===== config.mk =====
export PLATFORM = sky130hd
export DESIGN_NAME = descr100_rx
export DESIGN_NICKNAME = d
export VERILOG_FILES = /design/src/rtl/descr100_pkg.sv /design/src/rtl/descr100_sync.sv /design/src/rtl/descr100_winmon.sv /design/src/rtl/descr100_align.sv /design/src/rtl/descr100_rx.sv
export SDC_FILE = /design/constraint.sdc
export NUM_CORES = 1
export LEC_CHECK = 0
export ABC_AREA = 1
export BUFFER_PORTS_ARGS = -buffer_cell sky130_fd_sc_hd__buf_2
export CORE_MARGIN = 1
export CORE_UTILIZATION = 61
export DETAILED_ROUTE_END_ITERATION = 8
export GPL_ROUTABILITY_DRIVEN = 1
export PLACE_DENSITY = 0.79
export REMOVE_ABC_BUFFERS = 1
export SYNTH_ARGS = -nofsm -noshare
export SYNTH_HDL_FRONTEND = slang
export SYNTH_SLANG_ARGS = --single-unit

===== constraint.sdc =====
create_clock -name clk -period 1.69 [get_ports clk]
set_input_delay 0.0845 -clock clk [delete_from_list [all_inputs] [get_ports clk]]
set_output_delay 0.0845 -clock clk [all_outputs]
set_load 0.1 [all_outputs]

===== src/rtl/descr100_pkg.sv =====
package descr100_pkg;

    // Key generator: 11 stages, feedback from the top stage and stage 8.
    localparam int KEY_W   = 11;
    localparam int KEY_TAP = 8;

    // Code-group width and the start-of-stream delimiter (earliest bit left).
    localparam int GRP_W = 5;
    localparam logic [2*GRP_W-1:0] SSD_PAT = 10'b11000_10001;

    typedef enum logic [1:0] {
        SYNC_LOAD   = 2'd0,
        SYNC_VERIFY = 2'd1,
        SYNC_LOCK   = 2'd2
    } sync_st_e;

    typedef struct packed {
        logic [GRP_W-1:0] data;
        logic             vld;
    } grp_t;

    function automatic logic key_of(input logic [KEY_W-1:0] s);
        return s[KEY_W-1] ^ s[KEY_TAP];
    endfunction

endpackage


===== src/rtl/descr100_sync.sv =====
module descr100_sync
    import descr100_pkg::*;
#(
    parameter int LOCK_CNT = 30
) (
    input  logic     clk,
    input  logic     rst,
    input  logic     active,
    input  logic     bit_vld,
    input  logic     rx_bit,
    input  logic     win_fail,
    output logic     key,
    output sync_st_e st
);
    localparam int LCW = $clog2(KEY_W);
    localparam int VCW = $clog2(LOCK_CNT + 1);
    localparam logic [LCW-1:0] LD_LAST  = LCW'(KEY_W - 1);
    localparam logic [VCW-1:0] VER_LAST = VCW'(LOCK_CNT - 1);

    logic [KEY_W-1:0] lfsr_q;
    logic [LCW-1:0]   ld_cnt_q;
    logic [VCW-1:0]   ver_cnt_q;
    sync_st_e         st_q;

    assign key = key_of(lfsr_q);
    assign st  = st_q;

    always_ff @(posedge clk) begin
        if (rst || !active) begin
            st_q      <= SYNC_LOAD;
            lfsr_q    <= '0;
            ld_cnt_q  <= '0;
            ver_cnt_q <= '0;
        end else if (bit_vld) begin
            case (st_q)
                SYNC_LOAD: begin
                    // Idle plaintext is all ones, so the key bit is the inverted code bit.
                    lfsr_q <= {lfsr_q[KEY_W-2:0], ~rx_bit};
                    if (ld_cnt_q == LD_LAST) begin
                        ld_cnt_q  <= '0;
                        ver_cnt_q <= '0;
                        st_q      <= SYNC_VERIFY;
                    end else begin
                        ld_cnt_q <= ld_cnt_q + 1'b1;
                    end
                end
                SYNC_VERIFY: begin
                    lfsr_q <= {lfsr_q[KEY_W-2:0], key};
                    if (rx_bit == ~key) begin
                        if (ver_cnt_q == VER_LAST) begin
                            st_q <= SYNC_LOCK;
                        end else begin
                            ver_cnt_q <= ver_cnt_q + 1'b1;
                        end
                    end else begin
                        st_q      <= SYNC_LOAD;
                        ld_cnt_q  <= '0;
                        ver_cnt_q <= '0;
                    end
                end
                SYNC_LOCK: begin
                    lfsr_q <= {lfsr_q[KEY_W-2:0], key};
                    if (win_fail) begin
                        st_q     <= SYNC_LOAD;
                        ld_cnt_q <= '0;
                    end
                end
                default: st_q <= SYNC_LOAD;
            endcase
        end
    end

    // lock is only ever entered from the verify phase.
    p_lock_from_verify_r3: assert property (@(posedge clk) disable iff (rst)
        (st_q == SYNC_LOCK && $past(st_q) != SYNC_LOCK) |-> $past(st_q) == SYNC_VERIFY);

    // while enabled, lock is only left at a failed window end.
    p_drop_at_window_r5: assert property (@(posedge clk) disable iff (rst)
        ($past(st_q) == SYNC_LOCK && st_q != SYNC_LOCK && $past(active)) |-> $past(win_fail));

endmodule


===== src/rtl/descr100_winmon.sv =====
module descr100_winmon #(
    parameter int WIN_LEN = 125000,
    parameter int RUN_MIN = 25
) (
    input  logic clk,
    input  logic rst,
    input  logic enable,
    input  logic bit_vld,
    input  logic dbit,
    input  logic tracking,
    output logic win_fail
);
    localparam int WCW = $clog2(WIN_LEN);
    localparam int RCW = $clog2(RUN_MIN + 1);
    localparam logic [WCW-1:0] WIN_LAST = WCW'(WIN_LEN - 1);
    localparam logic [RCW-1:0] RUN_TOP  = RCW'(RUN_MIN);
    localparam logic [RCW-1:0] RUN_PRE  = RCW'(RUN_MIN - 1);

    logic [WCW-1:0] win_cnt_q;
    logic [RCW-1:0] run_cnt_q;
    logic           flag_q;
    logic           win_end;
    logic           run_full_now;

    assign win_end      = bit_vld && (win_cnt_q == WIN_LAST);
    assign run_full_now = bit_vld && tracking && dbit && (run_cnt_q >= RUN_PRE);
    assign win_fail     = win_end && !(flag_q || run_full_now);

    always_ff @(posedge clk) begin
        if (rst || !enable) begin
            win_cnt_q <= '0;
            run_cnt_q <= '0;
            flag_q    <= 1'b0;
        end else begin
            if (bit_vld) begin
                win_cnt_q <= win_end ? '0 : win_cnt_q + 1'b1;
            end
            if (!tracking) begin
                run_cnt_q <= '0;
            end else if (bit_vld) begin
                if (!dbit) begin
                    run_cnt_q <= '0;
                end else if (run_cnt_q != RUN_TOP) begin
                    run_cnt_q <= run_cnt_q + 1'b1;
                end
            end
            if (win_end) begin
                flag_q <= 1'b0;
            end else if (run_full_now) begin
                flag_q <= 1'b1;
            end
        end
    end

    // the run flag is only ever cleared by a window boundary while enabled.
    p_flag_clear_at_end_r4: assert property (@(posedge clk) disable iff (rst)
        ($fell(flag_q) && $past(enable)) |-> $past(win_end));

    // a run flag is only raised by a descrambled one while tracking.
    p_flag_rise_on_one_r4: assert property (@(posedge clk) disable iff (rst)
        $rose(flag_q) |-> $past(tracking && dbit && bit_vld));

endmodule


===== src/rtl/descr100_align.sv =====
module descr100_align
    import descr100_pkg::*;
(
    input  logic             clk,
    input  logic             rst,
    input  logic             sync,
    input  logic             bypass,
    input  logic             bit_vld,
    input  logic             dbit,
    output logic [GRP_W-1:0] grp_data,
    output logic             grp_vld
);
    localparam int HW  = 2 * GRP_W;
    localparam int PHW = $clog2(GRP_W);
    localparam logic [PHW-1:0] PH_LAST = PHW'(GRP_W - 1);

    logic [HW-1:0]  hist_q;
    logic [HW-1:0]  hist_n;
    logic [PHW-1:0] phase_q;
    logic           aligned_q;
    logic           pend_k_q;
    logic           byp_q;
    logic           ssd_hit;
    grp_t           grp_q;

    assign hist_n   = {hist_q[HW-2:0], dbit};
    assign ssd_hit  = bit_vld && sync && !aligned_q && (hist_n == SSD_PAT);
    assign grp_data = grp_q.data;
    assign grp_vld  = grp_q.vld;

    always_ff @(posedge clk) begin
        if (rst) begin
            hist_q    <= '0;
            phase_q   <= '0;
            aligned_q <= 1'b0;
            pend_k_q  <= 1'b0;
            byp_q     <= 1'b0;
            grp_q     <= '0;
        end else begin
            byp_q     <= bypass;
            grp_q.vld <= 1'b0;
            if (bit_vld) begin
                hist_q <= hist_n;
            end
            if (!sync || (bypass != byp_q)) begin
                aligned_q <= 1'b0;
                pend_k_q  <= 1'b0;
                phase_q   <= '0;
            end else begin
                if (pend_k_q) begin
                    grp_q.data <= SSD_PAT[GRP_W-1:0];
                    grp_q.vld  <= 1'b1;
                    pend_k_q   <= 1'b0;
                end
                if (ssd_hit) begin
                    aligned_q  <= 1'b1;
                    phase_q    <= '0;
                    pend_k_q   <= 1'b1;
                    grp_q.data <= SSD_PAT[HW-1:GRP_W];
                    grp_q.vld  <= 1'b1;
                end else if (bit_vld && aligned_q) begin
                    if (phase_q == PH_LAST) begin
                        phase_q    <= '0;
                        grp_q.data <= hist_n[GRP_W-1:0];
                        grp_q.vld  <= 1'b1;
                    end else begin
                        phase_q <= phase_q + 1'b1;
                    end
                end
            end
        end
    end

    // framing starts with the first delimiter group on the output.
    p_ssd_emits_j_r6: assert property (@(posedge clk) disable iff (rst)
        $rose(aligned_q) |-> (grp_q.vld && grp_q.data == SSD_PAT[HW-1:GRP_W]));

    // the second delimiter group follows in the very next cycle.
    p_k_follows_j_r6: assert property (@(posedge clk) disable iff (rst)
        ($rose(aligned_q) && sync && (bypass == byp_q)) |=>
            (grp_q.vld && grp_q.data == SSD_PAT[GRP_W-1:0]));

endmodule


===== src/rtl/descr100_rx.sv =====
module descr100_rx
    import descr100_pkg::*;
#(
    parameter int WIN_LEN  = 125000,
    parameter int RUN_MIN  = 25,
    parameter int LOCK_CNT = 30
) (
    input  logic             clk,
    input  logic             rst,
    input  logic             rx_bit,
    input  logic             rx_vld,
    input  logic             scr_bypass,
    input  logic             mode_100,
    output logic [GRP_W-1:0] grp_data,
    output logic             grp_vld,
    output logic             locked
);
    logic     active;
    logic     key;
    logic     dbit;
    logic     tracking;
    logic     win_fail;
    sync_st_e st;

    assign active   = mode_100 && !scr_bypass;
    assign dbit     = scr_bypass ? rx_bit : (rx_bit ^ key);
    assign tracking = (st == SYNC_VERIFY) || (st == SYNC_LOCK);
    assign locked   = mode_100 && (scr_bypass || (st == SYNC_LOCK));

    descr100_sync #(.LOCK_CNT(LOCK_CNT)) sync_i (
        .clk      (clk),
        .rst      (rst),
        .active   (active),
        .bit_vld  (rx_vld),
        .rx_bit   (rx_bit),
        .win_fail (win_fail),
        .key      (key),
        .st       (st)
    );

    descr100_winmon #(.WIN_LEN(WIN_LEN), .RUN_MIN(RUN_MIN)) winmon_i (
        .clk      (clk),
        .rst      (rst),
        .enable   (active),
        .bit_vld  (rx_vld),
        .dbit     (dbit),
        .tracking (tracking),
        .win_fail (win_fail)
    );

    descr100_align align_i (
        .clk      (clk),
        .rst      (rst),
        .sync     (locked),
        .bypass   (scr_bypass),
        .bit_vld  (rx_vld),
        .dbit     (dbit),
        .grp_data (grp_data),
        .grp_vld  (grp_vld)
    );

    // a group only leaves after a cycle in which lock was held.
    p_vld_needs_lock_r7: assert property (@(posedge clk) disable iff (rst)
        grp_vld |-> $past(locked));

    // the 10 Mb/s setting silences the output.
    p_quiet_10m_r9: assert property (@(posedge clk) disable iff (rst)
        !mode_100 |=> !grp_vld);

endmodule


==> results.toml, run 1 <==
[place]
place_congestion = 0.873
io_buffers = 12
dpl_cell_area_um2 = 3460
hpwlAfterDp_um = 4740

[worst_setup_path]
critPathMaxFanout = 3
crit_required_ns = 1.61
crit_path_start = "sync_i.st[0]"
start_kind = "register"
timing.setup.critical_path_class = "reg -> out"
crit_path_end = "locked"
r2r_setup_slack_ns = 0.13
r2r_cells = 10
cp-end-kind = "output port"
worstReg2RegStart = "winmon_i.win_cnt_q[4]"
cp.arrival_ns = 1.54
reg2reg_to = "sync_i.st[0]"

[logic_synthesis]
ys_seq_area_share_pct = 40.2
avgSynthCellArea_um2 = 7.67
synth_ff_type = "dfxtp_1"
synth_seq_cells = 66
synth.distinct_cells = 42
ys_async_sr_fraction_pct = 0
synth_edf_count = 0
yosysWarnings = 0
netlist_instances = 429
synth_area_um2 = 3290

[cells_and_area]
fin_area_um2 = 3760
final_cell_mix = "69 x nand2_1, 60 x dfxtp_1, 48 x inv_1"
filler_cell_count = 406
antennaDiodeCount = 0
ff_latch_area_um2 = 1330
drive_gt1_share_pct = 21.1
syn_to_final_growth_pct = 14.2
layout_commonest_cell = "nand2_1"
fin_nets = 474
multi_input_area_um2 = 1740
final_core_util_pct = 73.1

[floorplan]
die_w_um = 75.4
die_h_um = 75.4
io-pin-count = 13
start_util_pct = 64.0
row_count = 26
die-area_um2 = 5690
core_area_um2 = 5140

[grt]
grt_usage_pct = 24.8
antenna_found_initial = 0
grt_pass1_vias = 2516
grt.overflow.total = 0
grt_max_degree = 14
grt_pass1_wl_um = 10600

[sta]
fin_crit_sh_pct = 95.9
fin_crit_ns = 1.62
rsz0062_at_grt = "yes"
setup_violations = 0
max_freq_ghz = 0.617
finalMaxSlewViolations = 0
hold_ws_ns = 0.0553
tns_ns = 0
max_slew.worst_pin.slew_ns = 0.484
fin_skew_ns = 0.00965
hold_violations = 0
relSlewSlack_pct = 67.9

[power_and_ir_drop]
power.share.combinational_pct = 5.5
powerDensity_nw_per_um2 = 912
vdd_drop_max_v = 0.000939
power_frac_clock_pct = 48.1
power_frac_seq_pct = 46.4
leakagePower_uw = 0.00147
p_int_uw = 2690
p_switching_uw = 737
switching_share_pct = 21.5

[cts]
clock-sinks = 66
cts_root_buf = "clkbuf_8"
clkLatencyLatePin_ns = 0.35
clk_pin_slew_ns = 0.07
cts_setup_buffers = 0
cts_buffer_depth = 2
cts_tree = "yes"
numCtsBuffers = 9
htreeDepth = 3

[route]
detail-route-antenna-nets = 0
routed_wl_um = 6590
wire_per_inst_um = 12.4
drc = 0
drtIter0Drc = 161
vias = 2775
vias_per_cell = 5.25
first_pass_iters = 5

[status]
status = "complete, no violations"

[job]
cap_viol_max_count = 0

[min_path]
hold_path_class = "in -> reg"
[per-layer routing]
layer | routed length, um | up-vias | track usage [%]
li1 | - | 1441 | -
met1 | 2950 | 1265 | 29.3
met2 | 3260 | 58 | 43.2
met3 | 261 | 11 | 4.23
met4 | 114 | 0 | 12.8
met5 | 0 | - | 0
[area by class of cell]
| class | count | area share, % |
|---|---|---|
| Multi-Input combinational cell | 301 | 46.4 |
| Tap cell | 70 | 2.33 |
| Clock buffer | 11 | 4.03 |
| Timing Repair Buffer | 23 | 3.93 |
| Clock inverter | 5 | 2.66 |
| Inverter | 53 | 5.29 |
| Sequential cell | 66 | 35.4 |
[power by group through the flow]
stage,registers (uW),logic (uW),clock network (uW)
after floorplan,1630,109,0
after global placement,1620,177,0
after detailed placement,1630,180,0
after CTS,1590,184,1670
after global routing,1590,206,1730
final,1590,187,1650
[cell families (layout without fill, tap and decap cells)]
| group | count (synthesis) | count (layout) | synth area share [%] |
|---|---|---|---|
| XOR/XNOR | 13 | 13 | 3.46 |
| flip-flops | 66 | 66 | 40.2 |
| AND/OR/NAND/NOR | 198 | 198 | 30.2 |
| AO/OA/AOI/OAI | 76 | 76 | 13.2 |
| adder cells (fa/ha/maj) | 14 | 14 | 5.32 |
| buffers and inverters | 62 | 92 | 7.68 |
[worst max-delay path, stage by stage, from the launching register on]
cell	delay (ns)
dfxtp_2	0.34
inv_2	0.09
ha_1	0.25
nor2_2	0.08
nor2_4	0.13
buf_4	0.31
[cell usage after synthesis (all sizes together) (4+ instances only)]
cell type	number	share of area [%]
nand3	25	4.6
buf	4	0.76
nor3	15	3.3
dfxtp	66	40
xnor2	4	1.1
o21ai	24	4.0
or2	4	0.76
o211ai	4	1.1
a21oi	41	6.6
nand4	6	1.1
nand2	84	11
nor2	60	8.8
inv	53	6.0
clkbuf	5	0.87
xor2	9	2.4
ha	14	5.3
[worst min-delay path by stage]
stage | start | to | slack (ns) | cells after the start
2_1_floorplan | rst | align_i.hist_q[4] | 0.15 | 1
6_report | scr_bypass | align_i.byp_q | 0.06 | 3
3_5_place_dp | rst | align_i.hist_q[4] | 0.37 | 2
5_1_grt | scr_bypass | align_i.byp_q | 0.06 | 3
3_3_place_gp | rst | align_i.hist_q[4] | 0.37 | 2
4_1_cts | scr_bypass | align_i.byp_q | 0.05 | 3
[flip-flops by register name, indices dropped and copies added (netlist names)]
register,cells
winmon_i.win_cnt_q,17
sync_i.lfsr_q,11
align_i.hist_q,9
align_i.grp_data,5
sync_i.ver_cnt_q,5
winmon_i.run_cnt_q,5
sync_i.ld_cnt_q,4
align_i.phase_q,3
sync_i.st,2
align_i.aligned_q,1
align_i.byp_q,1
align_i.grp_vld,1
align_i.pend_k_q,1
winmon_i.flag_q,1
[stage by stage]
stage	setup WS, ns	total power (uW)	instances
after global placement	0.109	1800	512
after CTS	0.0296	3440	529
after floorplan	-0.218	1740	420
final	0.0693	3430	529
after detailed placement	0.0599	1810	512
after global routing	-0.0175	3530	529
[timing repair]
action                                 in CTS  in global routing
resized for setup                           1                 15
setup endpoints to repair                   1                 19
pin swaps                                   0                  4
endpoints found under the hold margin       1                  0
cloned                                      0                  0
hold buffers                                1                  0
(Power assumes the default switching activity.)
==> inputs of run 2 (changes only) <==
ABC_CLOCK_PERIOD_IN_PS = 1690   (was default)
CORE_ASPECT_RATIO = 1.1   (was default)
CTS_CLUSTER_SIZE = 16   (was default)
==> results.toml, run 2 (synthesized netlist as in run 1, its figures left out) <==
[grt]
grt_pass1_wl_um = 10900
grt_usage_pct = 24.5
antenna_found_initial = 0
grt.overflow.total = 0
grt_max_degree = 14
grt_pass1_vias = 2520

[route]
detail-route-antenna-nets = 0
wire_per_inst_um = 12.1
vias = 2728
routed_wl_um = 6360
vias_per_cell = 5.17
drc = 0
first_pass_iters = 4
drtIter0Drc = 140

[cells_and_area]
syn_to_final_growth_pct = 12.3
antennaDiodeCount = 0
final_cell_mix = "70 x nand2_1, 62 x dfxtp_1, 50 x inv_1"
filler_cell_count = 398
fin_area_um2 = 3700
top_regs = "winmon_i.win_cnt_q: 17 flops, sync_i.lfsr_q: 11 flops, align_i.hist_q: 9 flops"
multi_input_area_um2 = 1750
final_core_util_pct = 72.5
layout_commonest_cell = "nand2_1"
max_flop_register = "winmon_i.win_cnt_q"
drive_gt1_share_pct = 19.7
ff_latch_area_um2 = 1330
fin_nets = 471
largest_reg_flops = 17

[cts]
cts_buffer_depth = 2
numCtsBuffers = 9
cts_root_buf = "clkbuf_8"
clock-sinks = 66
clkLatencyLatePin_ns = 0.35
clk_pin_slew_ns = 0.08
cts_tree = "yes"
htreeDepth = 3

[sta]
relSlewSlack_pct = 67.8
setup_violations = 0
fin_crit_ns = 1.64
max_slew.worst_pin.slew_ns = 0.487
finalMaxSlewViolations = 0
fin_crit_sh_pct = 96.8
fin_skew_ns = 0.00638
hold_violations = 0
max_freq_ghz = 0.611

[worst_setup_path]
worstReg2RegStart = "winmon_i.win_cnt_q[0]"
critPathMaxFanout = 3
reg2reg_to = "winmon_i.win_cnt_q[14]"
cp-end-kind = "output port"
r2r_cells = 9
crit_path_start = "sync_i.st[0]"
r2r_setup_slack_ns = 0.11
timing.setup.critical_path_class = "reg -> out"
start_kind = "register"
crit_path_end = "locked"
cp.arrival_ns = 1.55
crit_required_ns = 1.61

[place]
place_congestion = 0.819
dpl_cell_area_um2 = 3430
io_buffers = 12
hpwlAfterDp_um = 4610

[floorplan]
die_w_um = 72.0
row_count = 27
die_h_um = 79.0
io-pin-count = 13
die-area_um2 = 5690
start_util_pct = 64.5
core_area_um2 = 5100

[power_and_ir_drop]
powerDensity_nw_per_um2 = 850
leakagePower_uw = 0.00142
vdd_drop_max_v = 0.000795

[job]
cap_viol_max_count = 0

[min_path]
hold_path_class = "in -> reg"

[status]
status = "complete, no violations"
run 2: cell types whose count changed in the layout (fill, tap and decap cells not counted), sizes merged:
cell / delta
buf: -2
bufinv: -2
clkbuf: +1
clkinv: -1
clkinvlp: +2
dlygate4sd3: -1
run 2: per-stage QoR:
stage / setup slack [ns] / std cells / total power [uW] / TNS, ns / hold WS [ns]
finish: 0.0543 / 528 / 3140 / 0 / 0.0204
global route: -0.0149 / 528 / 3240 / -0.0149 / 0.0147
CTS: 0.0627 / 526 / 3160 / 0 / 0.00632
detailed placement: 0.104 / 510 / 1800 / 0 / 0.381
global placement: 0.139 / 510 / 1800 / 0 / 0.375
floorplan: -0.218 / 420 / 1740 / -1.84 / 0.154
run 2: final cells by class:
class / count / area share (%)
sequential: 66 / 35.9
clock inverter: 4 / 1.35
clock buffer: 12 / 4.20
timing repair buffer: 20 / 3.32
multi-input combinational: 301 / 47.4
tap: 72 / 2.44
inverter: 53 / 5.38
run 2: what timing repair did:
item                                   CTS  global route
hold buffers                             0             0
pin swaps                                0             5
setup endpoints to repair                1            17
endpoints found under the hold margin    0             0
setup buffers                            0             2
resized for setup                        1            13
run 2: worst min path at each step:
| stage | start | endpoint | slack [ns] | depth (start not counted) |
|---|---|---|---|---|
| 6_report | rst | align_i.hist_q[4] | 0.02 | 2 |
| 3_3_place_gp | rst | align_i.hist_q[4] | 0.37 | 2 |
| 5_1_grt | rst | align_i.hist_q[4] | 0.01 | 2 |
| 4_1_cts | rst | align_i.hist_q[4] | 0.006 | 2 |
| 3_5_place_dp | rst | align_i.hist_q[4] | 0.38 | 2 |
| 2_1_floorplan | rst | align_i.hist_q[4] | 0.15 | 1 |
run 2: power breakdown:
part,total [uW],internal (uW),switching [uW]
sequential,1590,1580,14.5
combinational,178,53.1,125
clock,1370,760,615
run 2: metal layers:
layer	global-route usage (%)	share of wire, %	up-vias
met5	0	0	-
met4	12.4	1.9	0
met3	4.57	2.1	12
met2	41.3	49	27
met1	29.8	47	1262
li1	-	-	1427
run 2: critical path, stage by stage, from the launching register on:
cell and delay [ns]:
dfxtp_2 0.34, inv_1 0.13, ha_2 0.25, nor2_2 0.06, nor2_4 0.12, buf_4 0.30
==> inputs of run 3 (changes only) <==
GPL_TIMING_DRIVEN = 0   (was default)
PLACE_DENSITY = 0.85   (was 0.79)
==> results.toml, run 3 (synthesized netlist as in run 1, its figures left out) <==
[status]
status = "complete, no violations"

[place]
io_buffers = 12
dp.cells = 504
place_congestion = 0.823
hpwlAfterDp_um = 4450

[floorplan]
core_area_um2 = 5100
row_count = 27
die_h_um = 79.0
start_util_pct = 64.5
die-area_um2 = 5690
die_w_um = 72.0
io-pin-count = 13

[grt]
grt.overflow.total = 0
grt_max_degree = 23
grt_pass1_wl_um = 11100
grt_usage_pct = 24.9
antenna_found_initial = 0
grt_pass1_vias = 2689

[sta]
max_freq_ghz = 0.620
finalMaxSlewViolations = 0
fin_crit_ns = 1.61
hold_violations = 0
rsz0062_at_grt = "yes"
relSlewSlack_pct = 57.1
hold_ws_ns = 0.0216
setup_violations = 0
fin_crit_sh_pct = 95.4
fin_skew_ns = 0.00948
max_slew.worst_pin.slew_ns = 0.642

[cells_and_area]
final_cell_mix = "70 x nand2_1, 63 x dfxtp_1, 48 x inv_1"
layout_commonest_cell = "nand2_1"
filler_cell_count = 408
max_flop_register = "winmon_i.win_cnt_q"
largest_reg_flops = 17
syn_to_final_growth_pct = 12.6
top_regs = "winmon_i.win_cnt_q: 17 flops, sync_i.lfsr_q: 11 flops, align_i.hist_q: 9 flops"
drive_gt1_share_pct = 18.8
antennaDiodeCount = 0
instances_no_fill = 524
fin_nets = 467
final_core_util_pct = 72.7

[cts]
numCtsBuffers = 9
cts_tree = "yes"
htreeDepth = 3
clock-sinks = 66
cts_root_buf = "clkbuf_8"
clkLatencyLatePin_ns = 0.35
cts_buffer_depth = 2
clk_pin_slew_ns = 0.08

[route]
drtIter0Drc = 109
route.met3.wl_um = 166
wire_per_inst_um = 12.3
drc = 0
vias_per_cell = 5.38
routed_wl_um = 6430
vias = 2820
first_pass_iters = 4
wl_met1_um = 2840
detail-route-antenna-nets = 0
wl_met2_um = 3270
routed.top_layer = "met4"

[power_and_ir_drop]
leakagePower_uw = 0.00143
vdd_drop_max_v = 0.000672
powerDensity_nw_per_um2 = 909

[worst_setup_path]
start_kind = "register"
cp-end-kind = "output port"
cp.arrival_ns = 1.53
timing.setup.critical_path_class = "reg -> out"
critPathMaxFanout = 3
crit_required_ns = 1.61

[min_path]
hold_path_class = "in -> reg"

[job]
cap_viol_max_count = 0
==> run 3: changes by cell type in the layout (fill, tap and decap cells not counted), sizes merged <==
cell         delta
clkinv          +1
bufinv          +2
inv             +1
clkbuf          -3
buf             -6
dlygate4sd3     +2
clkinvlp        -1
==> run 3: where the power goes <==
part           internal (uW)  switching (uW)
logic                   49.0             125
clock network            979             627
registers               1580            14.8
total                   2600             767
==> run 3: routing by layer <==
layer	global-route usage, %	vias to the layer above
met5	0	-
met4	13.5	0
met3	5.08	16
met2	44.3	38
met1	27.7	1343
li1	-	1423
==> run 3: critical path, stage by stage, from the launching register on <==
cell,delay [ns]
dfxtp_2,0.33
inv_2,0.09
ha_1,0.25
nor2_2,0.08
nor2_4,0.12
buf_4,0.31
==> run 3: metrics by stage <==
step | TNS, ns | instance area [um2] | setup slack (ns) | total power (uW)
after floorplan | -1.84 | 3240 | -0.218 | 1740
after global placement | -3.38 | 3390 | -0.321 | 1790
after detailed placement | -4.44 | 3390 | -0.411 | 1790
after CTS | 0 | 3650 | 0.00856 | 3390
after global routing | -0.0255 | 3710 | -0.0135 | 3480
final | 0 | 3710 | 0.0777 | 3370
==> run 3: final timing paths <==
check                                 startpoint             endpoint  slack, ns  depth (start not counted)
worst max-delay path                sync_i.st[0]               locked       0.08                          5
worst min register to register  sync_i.lfsr_q[5]     sync_i.lfsr_q[6]       0.46                          2
worst max register to register      sync_i.st[0]         sync_i.st[1]       0.08                         11
worst min-delay path                         rst  align_i.grp_data[1]       0.02                          2
==> run 3: area by class of cell <==
cell class / count / area (um2) / area share [%]
inverters: 53 / 199 / 5.37
well taps: 72 / 90.1 / 2.43
clock buffers: 9 / 124 / 3.34
clock inverters: 7 / 116 / 3.14
repair buffers: 16 / 97.6 / 2.63
flip-flops and latches: 66 / 1330 / 35.8
multi-input cells: 301 / 1750 / 47.3
==> run 3: timing repair <==
| item | in CTS | in global routing |
|---|---|---|
| endpoints found under the setup margin | 21 | 21 |
| hold buffers | 2 | 0 |
| buffers inserted | 0 | 2 |
| pin swaps | 0 | 6 |
| resized for setup | 3 | 11 |
| hold endpoints to repair | 1 | 0 |
